`src/rtl/spi_reg_port.sv`:
```
`timescale 1ns/1ps
module spi_reg_port #(
  parameter int AW = 15,
  parameter int DW = 16,
  parameter logic [15:0] CFG_RST = 16'h001F
) (
  input  logic          clk,
  input  logic          rst_n,
  input  logic          sen_n,
  input  logic          sclk,
  input  logic          sdio_in,
  output logic          sdio_out,
  output logic          sdio_oe,
  output logic          sdo,
  output logic [AW-1:0] reg_addr,
  output logic [DW-1:0] reg_wdata,
  output logic          reg_wr,
  output logic          reg_rd,
  input  logic [DW-1:0] reg_rdata
);
  localparam int IW = AW + 1;
  localparam int FL = IW + DW;
  localparam int CW = $clog2(FL);

  logic [2:0]    sclk_s;
  logic [1:0]    sen_s, din_s;
  logic [CW-1:0] cnt;
  logic [IW-1:0] instr;
  logic [DW-1:0] dsr, out_sr, cfg;
  logic          rd_load, rd_act;

  wire rise     = sclk_s[1] & ~sclk_s[2];
  wire fall     = ~sclk_s[1] & sclk_s[2];
  wire active   = ~sen_s[1];
  wire din      = din_s[1];
  wire addr0    = (instr[AW-1:0] == '0);
  wire four_w   = cfg[0];
  wire last_bit = (cnt == CW'(FL-1));

  assign reg_addr = instr[AW-1:0];
  assign reg_rd   = rd_load & ~addr0;
  assign sdio_out = out_sr[DW-1];
  assign sdio_oe  = rd_act & ~four_w;
  assign sdo      = rd_act & four_w & out_sr[DW-1];

  always_ff @(posedge clk or negedge rst_n) begin
    if (!rst_n) begin
      sclk_s <= '0;
      sen_s  <= '1;
      din_s  <= '0;
    end else begin
      sclk_s <= {sclk_s[1:0], sclk};
      sen_s  <= {sen_s[0], sen_n};
      din_s  <= {din_s[0], sdio_in};
    end
  end

  always_ff @(posedge clk or negedge rst_n) begin
    if (!rst_n) begin
      cnt       <= '0;
      instr     <= '0;
      dsr       <= '0;
      out_sr    <= '0;
      cfg       <= CFG_RST[DW-1:0];
      rd_load   <= 1'b0;
      rd_act    <= 1'b0;
      reg_wr    <= 1'b0;
      reg_wdata <= '0;
    end else begin
      reg_wr  <= 1'b0;
      rd_load <= 1'b0;
      if (!active) begin
        cnt    <= '0;
        rd_act <= 1'b0;
      end else begin
        if (rise) begin
          cnt <= last_bit ? '0 : cnt + 1'b1;
          if (cnt < CW'(IW)) instr <= {instr[IW-2:0], din};
          else               dsr   <= {dsr[DW-2:0], din};
          if (cnt == CW'(IW-1)) rd_load <= ~instr[IW-2];
          if (last_bit) begin
            rd_act <= 1'b0;
            if (instr[IW-1]) begin
              if (addr0) cfg <= {dsr[DW-2:0], din};
              else begin
                reg_wr    <= 1'b1;
                reg_wdata <= {dsr[DW-2:0], din};
              end
            end
          end
        end
        if (rd_load) begin
          out_sr <= addr0 ? cfg : reg_rdata;
          rd_act <= 1'b1;
        end else if (fall && rd_act && cnt > CW'(IW)) begin
          out_sr <= {out_sr[DW-2:0], 1'b0};
        end
      end
    end
  end
endmodule

```
`config.mk`:
```
export PLATFORM = sky130hd
export DESIGN_NAME = spi_reg_port
export DESIGN_NICKNAME = d
export VERILOG_FILES = /design/src/rtl/spi_reg_port.sv
export SDC_FILE = /design/constraint.sdc
export NUM_CORES = 1
export LEC_CHECK = 0
export BUFFER_PORTS_ARGS = -buffer_cell sky130_fd_sc_hd__buf_2
export CAP_MARGIN = 20
export CORE_MARGIN = 2
export CORE_UTILIZATION = 30
export DETAILED_ROUTE_END_ITERATION = 12
export GPL_ROUTABILITY_DRIVEN = 0
export GPL_TIMING_DRIVEN = 1
export PLACE_DENSITY_LB_ADDON = 0.2
export SLEW_MARGIN = 10
export SYNTH_ARGS = -nofsm -noshare
export SYNTH_HDL_FRONTEND = slang
export SYNTH_SLANG_ARGS = --single-unit
```
`constraint.sdc`:
```
create_clock -name clk -period 6.3 [get_ports clk]
set_clock_uncertainty 0.15 [all_clocks]
set_input_delay 1.26 -clock clk [delete_from_list [all_inputs] [get_ports clk]]
set_output_delay 1.26 -clock clk [all_outputs]
set_load 0.02 [all_outputs]
```
## Word-level counts from Yosys, hierarchy flattened

Cells that the tools add are included.

- Bits of input ports: 21
- Output and inout port bits: 36
- RAM bits: 0
- Bits in latches: 0
- Bits in registers: 94
- ROM bits: 0
- Logic and storage cells: 61
- Memories kept: 0

- Shift-type cells: 0
- Bitwise operators: 13
- Reduce and logical (&&, ||, !) cells: 13
- Muxes and demuxes: 18
- Equal/unequal tests: 2
- Magnitude comparators: 2
- Div/mod/pow operators: 0
- Multipliers: 0
- Add/subtract/negate cells: 1

Operator list:

| kind | number |
|---|---|
| $mux W16 | 3 |
| $logic_not A15 Y1 | 1 |
| $mux W5 | 3 |
| $mux W1 | 12 |
| $reduce_and A5 Y1 | 2 |
| $not A1 Y1 | 7 |
| $and A1 B1 Y1 | 6 |
| $reduce_and A3 Y1 | 2 |
| $reduce_bool A3 Y1 | 2 |
| $add A5 B1 Y5 const B | 1 |
| $eq A5 B4 Y1 const B | 1 |
| $eq A5 B5 Y1 const B | 1 |
| $gt A5 B5 Y1 const B | 1 |
| $lt A5 B5 Y1 const B | 1 |
| $reduce_and A2 Y1 | 2 |
| $reduce_bool A2 Y1 | 2 |
| $logic_and A1 B1 Y1 | 2 |

## Depth between registers and ports, before layout

Gate-level depths: netlist of the first run.

- Word-level depth: 6
- Depth in mapped cells: 9

## Worst setup path after synthesis of the first run

OpenSTA, ideal clock, no wires.

- Path type: reg-to-output
- Start point: register instr[4]
- End point: output reg_rd
- Arrival time: 1.334 ns
- Buffers on the path: 1
- Cell stages (with the launch flop): 5
- Slack: 3.556 ns
- Data required time: 4.890 ns
- Cell sequence: dfrtp_1 -> nor4_1 -> nand4_1 -> clkbuf_1 -> and2_1

- Longest elaborated chain between the ends: 3

RTL lines:

| element | line | text |
|---|---|---|
| start, declared | 28 | `logic [IW-1:0] instr;` |
| start signal, assigned | 78 | `if (cnt < CW'(IW)) instr <= {instr[IW-2:0], din};` |
| $logic_not A15 Y1 | 36 | `wire addr0 = (instr[AW-1:0] == '0);` |
| $not A1 Y1 (no line) | - |  |
| $and A1 B1 Y1 | 41 | `assign reg_rd = rd_load & ~addr0;` |
| end, declared | 18 | `output logic reg_rd,` |

No other way between the ends.

## Final worst setup path of the first run

Ends and elaborated chain as after synthesis.

==> results of run 1 <==
layout make-up:
cell class | count | area, sq um | share of cell area
Multi-Input combinational cell | 186 | 1500 | 0.314
Timing Repair Buffer | 62 | 332 | 0.0696
Clock inverter | 1 | 5.00 | 0.00105
Inverter | 20 | 75.1 | 0.0158
Sequential cell | 94 | 2360 | 0.495
Clock buffer | 15 | 278 | 0.0583
Tap cell | 176 | 220 | 0.0462
cell families after synthesis:
| logic type | share of synthesized area |
|---|---|
| flops | 0.573 |
| fa+ha+maj | 0.0122 |
| buf+inv | 0.0665 |
| simple gates | 0.0954 |
| compound gates | 0.0714 |
| mux | 0.181 |
routing by layer:
metal | track usage | vias up | wire, um
li1 | - | 1235 | -
met1 | 0.161 | 1230 | 3970
met2 | 0.156 | 47 | 3380
met3 | 0.0362 | 8 | 391
met4 | 0.0517 | 0 | 122
met5 | 0 | - | 0
final timing paths:
path / to / slack, ns / cells after the start
max: reg_rd / 3.04 / 5
min: din_s[1] / 0.20 / 0
max reg2reg: reg_wdata[0] / 3.50 / 5
min reg2reg: din_s[1] / 0.20 / 0
max in group asynchronous: sclk_s[1] / 4.14 / 2
min in group asynchronous: reg_wr / 0.70 / 1
metrics by stage:
stage | utilization | total power, mW | instance area [sq um] | std cells
after floorplan | - | 0.780 | 4120 | 334
after global placement | 0.335 | 0.811 | 4470 | 537
after detailed placement | 0.336 | 0.814 | 4480 | 538
after CTS | 0.357 | 1.33 | 4770 | 554
after global routing | 0.357 | 1.37 | 4770 | 554
final | 0.357 | 1.31 | 4770 | 554
layout by cell type, fill, tap and decap left out, types with 2 or more instances in the layout:
master | netlist | routed
dfrtp_1 | 87 | 87
buf_2 | 2 | 55
mux2_2 | 52 | 52
inv_1 | 20 | 20
nor2_1 | 20 | 20
nand2_1 | 18 | 18
o21ai_0 | 18 | 18
and3_1 | 17 | 17
o32a_1 | 15 | 15
mux2_4 | 10 | 10
clkbuf_16 | 0 | 9
dfstp_2 | 7 | 7
buf_4 | 16 | 6
a21oi_1 | 5 | 5
ha_1 | 4 | 4
nor4_1 | 3 | 3
nor3_1 | 4 | 3
nand4_1 | 3 | 3
clkbuf_1 | 14 | 3
clkbuf_8 | 0 | 3
nor2b_1 | 2 | 2
nand2b_1 | 2 | 2
nor4b_1 | 2 | 2
nor3_2 | 1 | 2
critical path, stage by stage, from the launching register on:
cell and delay, ns:
dfrtp_1 0.41, nor4_1 0.33, nand4_1 0.16, buf_4 0.26, and2_1 0.19, buf_2 0.15
state kept, by name (all words and copies together) (netlist names), 3 cells and up:
| signal | cells |
|---|---|
| cfg | 16 |
| cnt | 5 |
| dsr | 15 |
| instr | 16 |
| out_sr | 16 |
| reg_wdata | 16 |
| sclk_s | 3 |
where the power goes:
group / leakage (nW) / internal, mW / total [mW] / switching (mW)
sequential: 1.26 / 0.634 / 0.664 / 0.0298
clock: 0.140 / 0.300 / 0.510 / 0.210
combinational: 0.967 / 0.0516 / 0.135 / 0.0835
==> results.md, run 1 <==
- Clock Tree Buf Depth: 2
- Required time of the critical path: 4.89 ns
- HP Class: reg -> reg
- DR iter-0 viols: 97
- Hold buffer count at CTS: 0
- Drt first pass iters: 4
- Clock sinks: 94
- Crit path max fanout: 34
- Yosys reg bits: 94
- Nets: 398
- YS warnings: 0
- Max-slew violations: 0
- Synthesized area: 0.00412 sq mm
- Diode count: 0
- Antenna violations before repair: 0
- Max VDD drop: 0.000119 V
- Sequential area share after synthesis: 0.573
- Fin crit share: 0.518
- Chip width: 121 um
- Fmax: 307 MHz
- H-tree Lvls: 3
- Pre-CTS WS: 3.40 ns
- Leak: 2.36 nW
- Die area: 0.0147 sq mm
- RSZ-0062 raised after global routing: false
- Max-slew headroom: 0.342
- Die Height: 121 um
- Area Overhead vs Synth: 15.7%
- Pwr per Cell Area: 275 mW/mm^2
- Ys async rst share: 1.00
- Grt total ovfl: 0
- EDFF count, synth: 0
- Setup crit end kind: output port
- Cells after Synth: 334
- Crit start category: flip-flop
- CTS tree: yes
- Worst skew pair latency: 0.34 ns
- Routed length per instance: 14.2 um
- Post-CTS setup buffers: 0
- GRT Total Usage: 0.113
- Fraction of layout cells with a size suffix above 1: 0.389
- Final setup vio count: 0
- Worst min-delay path startpoint: din_s[0]
- Share of the synthesized area in the top cell type: 0.529
- Critical path class: reg -> out
- Arr. time, crit path: 1.85 ns
- CTS buffer count: 9
- Synth area leader: dfrtp_1
- Setup TNS: 0 ns
- Number of gates resized after cts: 0
- Clock-pin slew on the worst setup and hold paths: 0.06 ns
- Avg Inst Size Synth: 12.3 sq um
- Max-cap violation count: 0
- Layout fillers: 1,344
- Worst-Margin Slew: 0.984 ns
- Initial Utilization: 0.308
- Primary FF master, synth: dfrtp_1
- Post-DP HPWL: 5240 um
- Status: finished, final reports clean
- Min Tclk post-route: 3.26 ns
- Post-Syn Nets: 359
- Root Driver: clkbuf_16
- Post-synth top cells: 87 x dfrtp_1, 52 x mux2_2, 20 x inv_1, 20 x nor2_1
- Vias in the first global route: 2,465
- Core area: 0.0133 sq mm
- First-pass GRT wire length: 12,900 um
- Most common cell in the netlist: dfrtp_1
- Vias: 2,520
- Vias/cell: 4.55
- DRC: 0
- Yosys cell types: 34
- Port bufs: 56
- Worst reg2reg path startpoint: cnt[0]
- Hold Fails Final Rpt: 0
- ANT nets after route: 0
- Largest net degree at the start of global routing: 65
- Area contributors post-synth: dfrtp_1 53%, mux2_2 14%, dfstp_2 4.5%, mux2_4 3.6%, o32a_1 3.6%
- Row count: 42
- CP Launch Point: instr[4]
- Num ports: 57
- Worst hold slack: 0.197 ns
- Final setup margin: 3.04 ns
- Total Wirelength: 7870 um
Note: power is estimated with default switching activity, not from simulation.
==> run 2: changes to the inputs <==
==> constraint.sdc (replaced) <==
create_clock -name clk -period 3.2 [get_ports clk]
set_clock_uncertainty 0.15 [all_clocks]
set_input_delay 0.64 -clock clk [delete_from_list [all_inputs] [get_ports clk]]
set_output_delay 0.64 -clock clk [all_outputs]
set_load 0.02 [all_outputs]
==> run 2 against run 1 <==
Compared with the run above: final cell count up 0.18%; register-to-register slack got worse by 3.1 ns; global-route usage increased by 0.069 points; die area unchanged; first-iteration DRC count is 10% higher; design area increased by 1.3%; sequential cell count unchanged; combinational power increased by 94%; via count increased by 2.4%; sequential share of layout area fell by 0.62 points; sequential power rose by 97%; non-clock buffer count increased by 1; critical endpoint is now cfg[5].
==> results.md, run 2 (same netlist as run 1, synthesis figures left out) <==
- Status: finished, final reports clean (unchanged)
- Vias: 2,580 (was 2,520)
- Largest net degree at the start of global routing: 56 (was 65)
- Port bufs: 56 (unchanged)
- Grt total ovfl: 0 (unchanged)
- Hold Fails Final Rpt: 0 (unchanged)
- CTS buffer count: 9 (unchanged)
- Buf/Inv on CP: 0 (was 2)
- Min Tclk post-route: 2.75 ns
- Commonest non-fill, non-tap cells in the layout: 87 x dfrtp_1, 55 x buf_2, 52 x mux2_2 (unchanged)
- H-tree Lvls: 3 (unchanged)
- Row count: 42 (unchanged)
- GRT Total Usage: 0.114 (was 0.113)
- Num ports: 57 (unchanged)
- Crit-path slowest cell: or4_1 (was dfrtp_1)
- Final setup vio count: 0 (unchanged)
- Number of gates resized after cts: 0 (unchanged)
- Clock sinks: 94 (unchanged)
- Max-slew headroom: 0.473 (was 0.342)
- DRC: 0 (unchanged)
- Die area: 0.0147 sq mm (unchanged)
- Vias in the first global route: 2,496 (was 2,465)
- Hold buffer count at CTS: 0 (unchanged)
- Initial Utilization: 0.308 (unchanged)
- CP top delay family: simple AND/OR/NAND/NOR gates (unchanged)
- Clock-pin slew on the worst setup and hold paths: 0.07 ns (was 0.06 ns)
- Final Total Pwr: 2.73 mW (was 1.31 mW)
- Post-DP HPWL: 5330 um (was 5240 um)
- CTS tree: yes (unchanged)
- Leak: 2.40 nW (was 2.36 nW)
- Max VDD drop: 0.000239 V (was 0.000119 V)
- Max-cap violation count: 0 (unchanged)
- Placed Cells: 539 (was 538)
- Core area: 0.0133 sq mm (unchanged)
- Worst hold slack: 0.197 ns (about the same)
- Arr. time, crit path: 2.82 ns (was 1.85 ns)
- Slowest cell delay on critical path: 0.80 ns (was 0.41 ns)
- Nets: 399 (was 398)
- Routed length per instance: 14.3 um (was 14.2 um)
- Drt first pass iters: 4 (unchanged)
- Die Height: 121 um (unchanged)
- Setup crit end kind: flip-flop (was output port)
- Most common cell after layout, fill and taps aside: dfrtp_1 (unchanged)
- Setup TNS: 0 ns (unchanged)
- Root Driver: clkbuf_16 (unchanged)
- Clock Tree Buf Depth: 2 (unchanged)
- Antenna violations before repair: 0 (unchanged)
- Non-Filler Instances: 555 (was 554)
- Fin crit share: 0.861
- Post-CTS setup buffers: 0 (unchanged)
- Area Overhead vs Synth: 17.2% (was 15.7%)
- Total Wirelength: 7920 um (was 7870 um)
- Required time of the critical path: 3.27 ns (was 4.89 ns)
- Diode count: 0 (unchanged)
- Max-slew violations: 0 (unchanged)
- Critical path class: reg -> reg (was reg -> out)
- Chip width: 121 um (unchanged)
- Vias/cell: 4.65 (was 4.55)
- Crit path max fanout: 16 (was 34)
- RSZ-0062 raised after global routing: false (unchanged)
- Most used cell, CP: ha_1
- Worst skew pair latency: 0.33 ns (was 0.34 ns)
- Fraction of layout cells with a size suffix above 1: 0.396 (was 0.389)
- First-pass GRT wire length: 13,000 um (was 12,900 um)
- DR iter-0 viols: 107 (was 97)
- Crit start category: flip-flop (unchanged)
- HP Class: in -> async (was reg -> reg)
- Fin util: 0.362 (was 0.357)
- ANT nets after route: 0 (unchanged)
- Cell Chain, Critical Path: ha_1 > and3_1 > ha_1 > nand2_1 > or4_1 > mux2_4 (was nor4_1 > nand4_1 > buf_4 > and2_1 > buf_2)
- Fmax: 363 MHz
- Worst-Margin Slew: 0.791 ns (was 0.984 ns)
- Pwr per Cell Area: 565 mW/mm^2 (was 275 mW/mm^2)
## run 2: cell types whose count changed in the layout (fill, tap and decap cells not counted), sizes merged
cell,change
clkinv,+1
bufinv,+2
buf,+1
clkbuf,-3
## run 2: final cells by class
cell class              count  area (sq um)
clock buffers              12           256
fillers                  1334          8520
repair buffers             63           348
clock inverters             4          70.1
inverters                  20          75.1
well taps                 176           220
multi-input cells         186          1500
flip-flops and latches     94          2360
## run 2: where the power goes
part	internal [mW]	switching [mW]	total (mW)
clock network	0.725	0.430	1.16
registers	1.25	0.0619	1.31
logic	0.103	0.159	0.262
## run 2: final timing paths
| path | from | to | slack [ns] | depth (start not counted) |
|---|---|---|---|---|
| max in group asynchronous | rst_n | sen_s[1] | 1.97 | 2 |
| hold / removal | rst_n | reg_wr | 0.20 | 1 |
| setup reg to reg | cnt[0] | cfg[5] | 0.45 | 6 |
| hold reg to reg | din_s[0] | din_s[1] | 0.20 | 0 |
| setup / recovery | cnt[0] | cfg[5] | 0.45 | 6 |
| min in group clk | din_s[0] | din_s[1] | 0.20 | 0 |
## run 2: routing by layer
| metal | part of all wire | wire (um) | vias to the layer above | global-route usage |
|---|---|---|---|---|
| met5 | 0 | 0 | - | 0 |
| met2 | 0.44 | 3470 | 46 | 0.160 |
| li1 | - | - | 1242 | - |
| met4 | 0.018 | 146 | 0 | 0.0582 |
| met1 | 0.51 | 4000 | 1282 | 0.166 |
| met3 | 0.039 | 306 | 10 | 0.0226 |
## run 2: through the flow
step                      worst slack (ns)  cell area, sq um
final                                0.445              4830
after global placement               0.546              4500
after floorplan                      0.844              4120
after CTS                            0.409              4830
after detailed placement             0.465              4500
after global routing                 0.236              4830
==> run 3: changes to the inputs <==
--- a/config.mk
+++ b/config.mk
@@ -13,6 +13,7 @@
 export GPL_ROUTABILITY_DRIVEN = 0
 export GPL_TIMING_DRIVEN = 1
 export PLACE_DENSITY_LB_ADDON = 0.2
+export RECOVER_POWER = 50
 export SLEW_MARGIN = 10
 export SYNTH_ARGS = -nofsm -noshare
 export SYNTH_HDL_FRONTEND = slang
==> run 3 against run 2 <==
Compared with the run above: register-to-register slack hardly changed; first-iteration DRC count is 3.7% higher; clock power is essentially flat; maximum frequency shrank 0.15%; clock-buffer cell count unchanged; setup slack got worse by 0.0040 ns; non-clock buffer count unchanged; critical path depth stayed put; hold slack barely moved; die area did not move; critical path type unchanged; largest cell class unchanged; highest routed layer unchanged.
==> results.md, run 3 (same netlist as run 1, synthesis figures left out) <==
- Status: finished, final reports clean (unchanged)
- Row count: 42 (unchanged)
- Min Tclk post-route: 2.76 ns (was 2.75 ns)
- Post-DP HPWL: 5330 um (unchanged)
- Leak: 2.34 nW (was 2.40 nW)
- Most common cell after layout, fill and taps aside: dfrtp_1 (unchanged)
- CP Capture Point: cfg[5] (unchanged)
- Max-slew violations: 0 (unchanged)
- Clk pwr share: 0.424 (about the same)
- Logic pwr share: 0.095 (was 0.096)
- Switching pwr: 0.653 mW (was 0.652 mW)
- Crit start category: flip-flop (unchanged)
- Clock-pin slew on the worst setup and hold paths: 0.06 ns (was 0.07 ns)
- Fmax: 362 MHz (was 363 MHz)
- DR iter-0 viols: 111 (was 107)
- Reg2reg end: cfg[5] (unchanged)
- Post-CTS setup buffers: 0 (unchanged)
- Routed length per instance: 14.3 um (about the same)
- Arr. time, crit path: 2.83 ns (was 2.82 ns)
- ANT nets after route: 0 (unchanged)
- Largest net degree at the start of global routing: 56 (unchanged)
- H-tree Lvls: 3 (unchanged)
- Final setup vio count: 0 (unchanged)
- Root Driver: clkbuf_16 (unchanged)
- Max VDD drop: 0.000240 V (was 0.000239 V)
- Fin util: 0.359 (was 0.362)
- CP Launch Point: cnt[0] (unchanged)
- Setup crit end kind: flip-flop (unchanged)
- Hold buffer count at CTS: 0 (unchanged)
- Port bufs: 56 (unchanged)
- Final Total Pwr: 2.73 mW (about the same)
- Crit path max fanout: 16 (unchanged)
- Diode count: 0 (unchanged)
- Clock Tree Buf Depth: 2 (unchanged)
- CTS tree: yes (unchanged)
- Area Overhead vs Synth: 16.5% (was 17.2%)
- Cell Chain, Critical Path: ha_1 > and3_1 > ha_1 > nand2_1 > or4_1 > mux2_4 (unchanged)
- Clock sinks: 94 (unchanged)
- Die Height: 121 um (unchanged)
- CTS buffer count: 9 (unchanged)
- Number of gates resized after cts: 0 (unchanged)
- First-pass GRT wire length: 13,000 um (unchanged)
- Initial Utilization: 0.308 (unchanged)
- Drt first pass iters: 4 (unchanged)
- Nets: 399 (unchanged)
- CP top delay family: simple AND/OR/NAND/NOR gates (unchanged)
- Final Cell Area: 0.00480 sq mm (was 0.00483 sq mm)
- Fraction of layout cells with a size suffix above 1: 0.369 (was 0.396)
- Slowest cell delay on critical path: 0.80 ns (about the same)
- Post-DP Area: 0.00450 sq mm (unchanged)
- Critical path class: reg -> reg (unchanged)
- Worst skew pair latency: 0.33 ns (about the same)
- Antenna violations before repair: 0 (unchanged)
- Setup TNS: 0 ns (unchanged)
- Core area: 0.0133 sq mm (unchanged)
- Max-slew headroom: 0.0950 (was 0.473)
- Die area: 0.0147 sq mm (unchanged)
- Max-cap violation count: 0 (unchanged)
- Int Pwr: 2.07 mW (was 2.08 mW)
- Most used cell, CP: ha_1 (unchanged)
- Switching fraction of total power: 0.240 (was 0.239)
- Total Wirelength: 7940 um (was 7920 um)
- Num ports: 57 (unchanged)
- Worst reg2reg path startpoint: cnt[0] (unchanged)
- Chip width: 121 um (unchanged)
- Required time of the critical path: 3.27 ns (about the same)
- Vias: 2,576 (was 2,580)
- R2r setup slk: 0.44 ns (was 0.45 ns)
- DRC: 0 (unchanged)
- Grt total ovfl: 0 (unchanged)
- Buf/Inv on CP: 0 (unchanged)
- GRT Total Usage: 0.114 (unchanged)
- Hold Fails Final Rpt: 0 (unchanged)
- Fin crit share: 0.862 (was 0.861)
- Sequential fraction of design power: 0.480 (about the same)
- HP Class: reg -> reg (was in -> async)
- RSZ-0062 raised after global routing: false (unchanged)
- Commonest non-fill, non-tap cells in the layout: 87 x dfrtp_1, 52 x mux2_2, 45 x buf_2 (was 87 x dfrtp_1, 55 x buf_2, 52 x mux2_2)
- Vias in the first global route: 2,496 (unchanged)
- Crit-path slowest cell: or4_1 (unchanged)
- Total stage count of the critical path: 6 (unchanged)
- Worst reg-to-reg path cell count: 6 (unchanged)
- Vias/cell: 4.64 (was 4.65)
- Pwr per Cell Area: 568 mW/mm^2 (was 565 mW/mm^2)
- Worst-Margin Slew: 1.36 ns (was 0.791 ns)
[run 3: cell types whose count changed in the layout (fill, tap and decap cells not counted)]
cell and change:
clkbuf_2 +2, buf_4 -1, buf_2 -10, buf_12 -1
clkbuf_1 +10
[run 3: layer usage]
metal  global-route usage  share of wire  vias up
li1                     -              -     1242
met1                0.166           0.50     1284
met2                0.160           0.44       40
met3               0.0226          0.036       10
met4               0.0582          0.019        0
met5                    0              0        -
[run 3: per-stage QoR]
| stage | std cells | setup slack, ns | hold WS, ns |
|---|---|---|---|
| 2_1_floorplan | 334 | 0.844 | 0.181 |
| 3_3_place_gp | 539 | 0.546 | 0.184 |
| 3_5_place_dp | 539 | 0.465 | 0.186 |
| 4_1_cts | 555 | 0.409 | 0.201 |
| 5_1_grt | 555 | 0.236 | 0.206 |
| 6_report | 555 | 0.441 | 0.197 |
[run 3: layout make-up]
| class | instances | area [sq um] |
|---|---|---|
| Inverter | 20 | 75.1 |
| Timing Repair Buffer | 63 | 318 |
| Clock inverter | 4 | 70.1 |
| Multi-Input combinational cell | 186 | 1500 |
| Fill cell | 1340 | 8550 |
| Clock buffer | 12 | 256 |
| Sequential cell | 94 | 2360 |
| Tap cell | 176 | 220 |
[run 3: power by group through the flow]
| stage | logic, mW | registers (mW) | clock network, mW |
|---|---|---|---|
| final | 0.259 | 1.31 | 1.16 |
| after global routing | 0.286 | 1.32 | 1.23 |
| after CTS | 0.269 | 1.31 | 1.19 |
| after detailed placement | 0.268 | 1.33 | 0 |
| after global placement | 0.268 | 1.33 | 0 |
| after floorplan | 0.227 | 1.31 | 0 |
[run 3: how the worst min path moves through the flow]
| stage | start | endpoint | depth (start not counted) |
|---|---|---|---|
| global placement | din_s[0] | din_s[1] | 0 |
| finish | din_s[0] | din_s[1] | 0 |
| detailed placement | din_s[0] | din_s[1] | 0 |
| CTS | din_s[0] | din_s[1] | 0 |
| global route | din_s[0] | din_s[1] | 0 |
| floorplan | din_s[0] | din_s[1] | 0 |
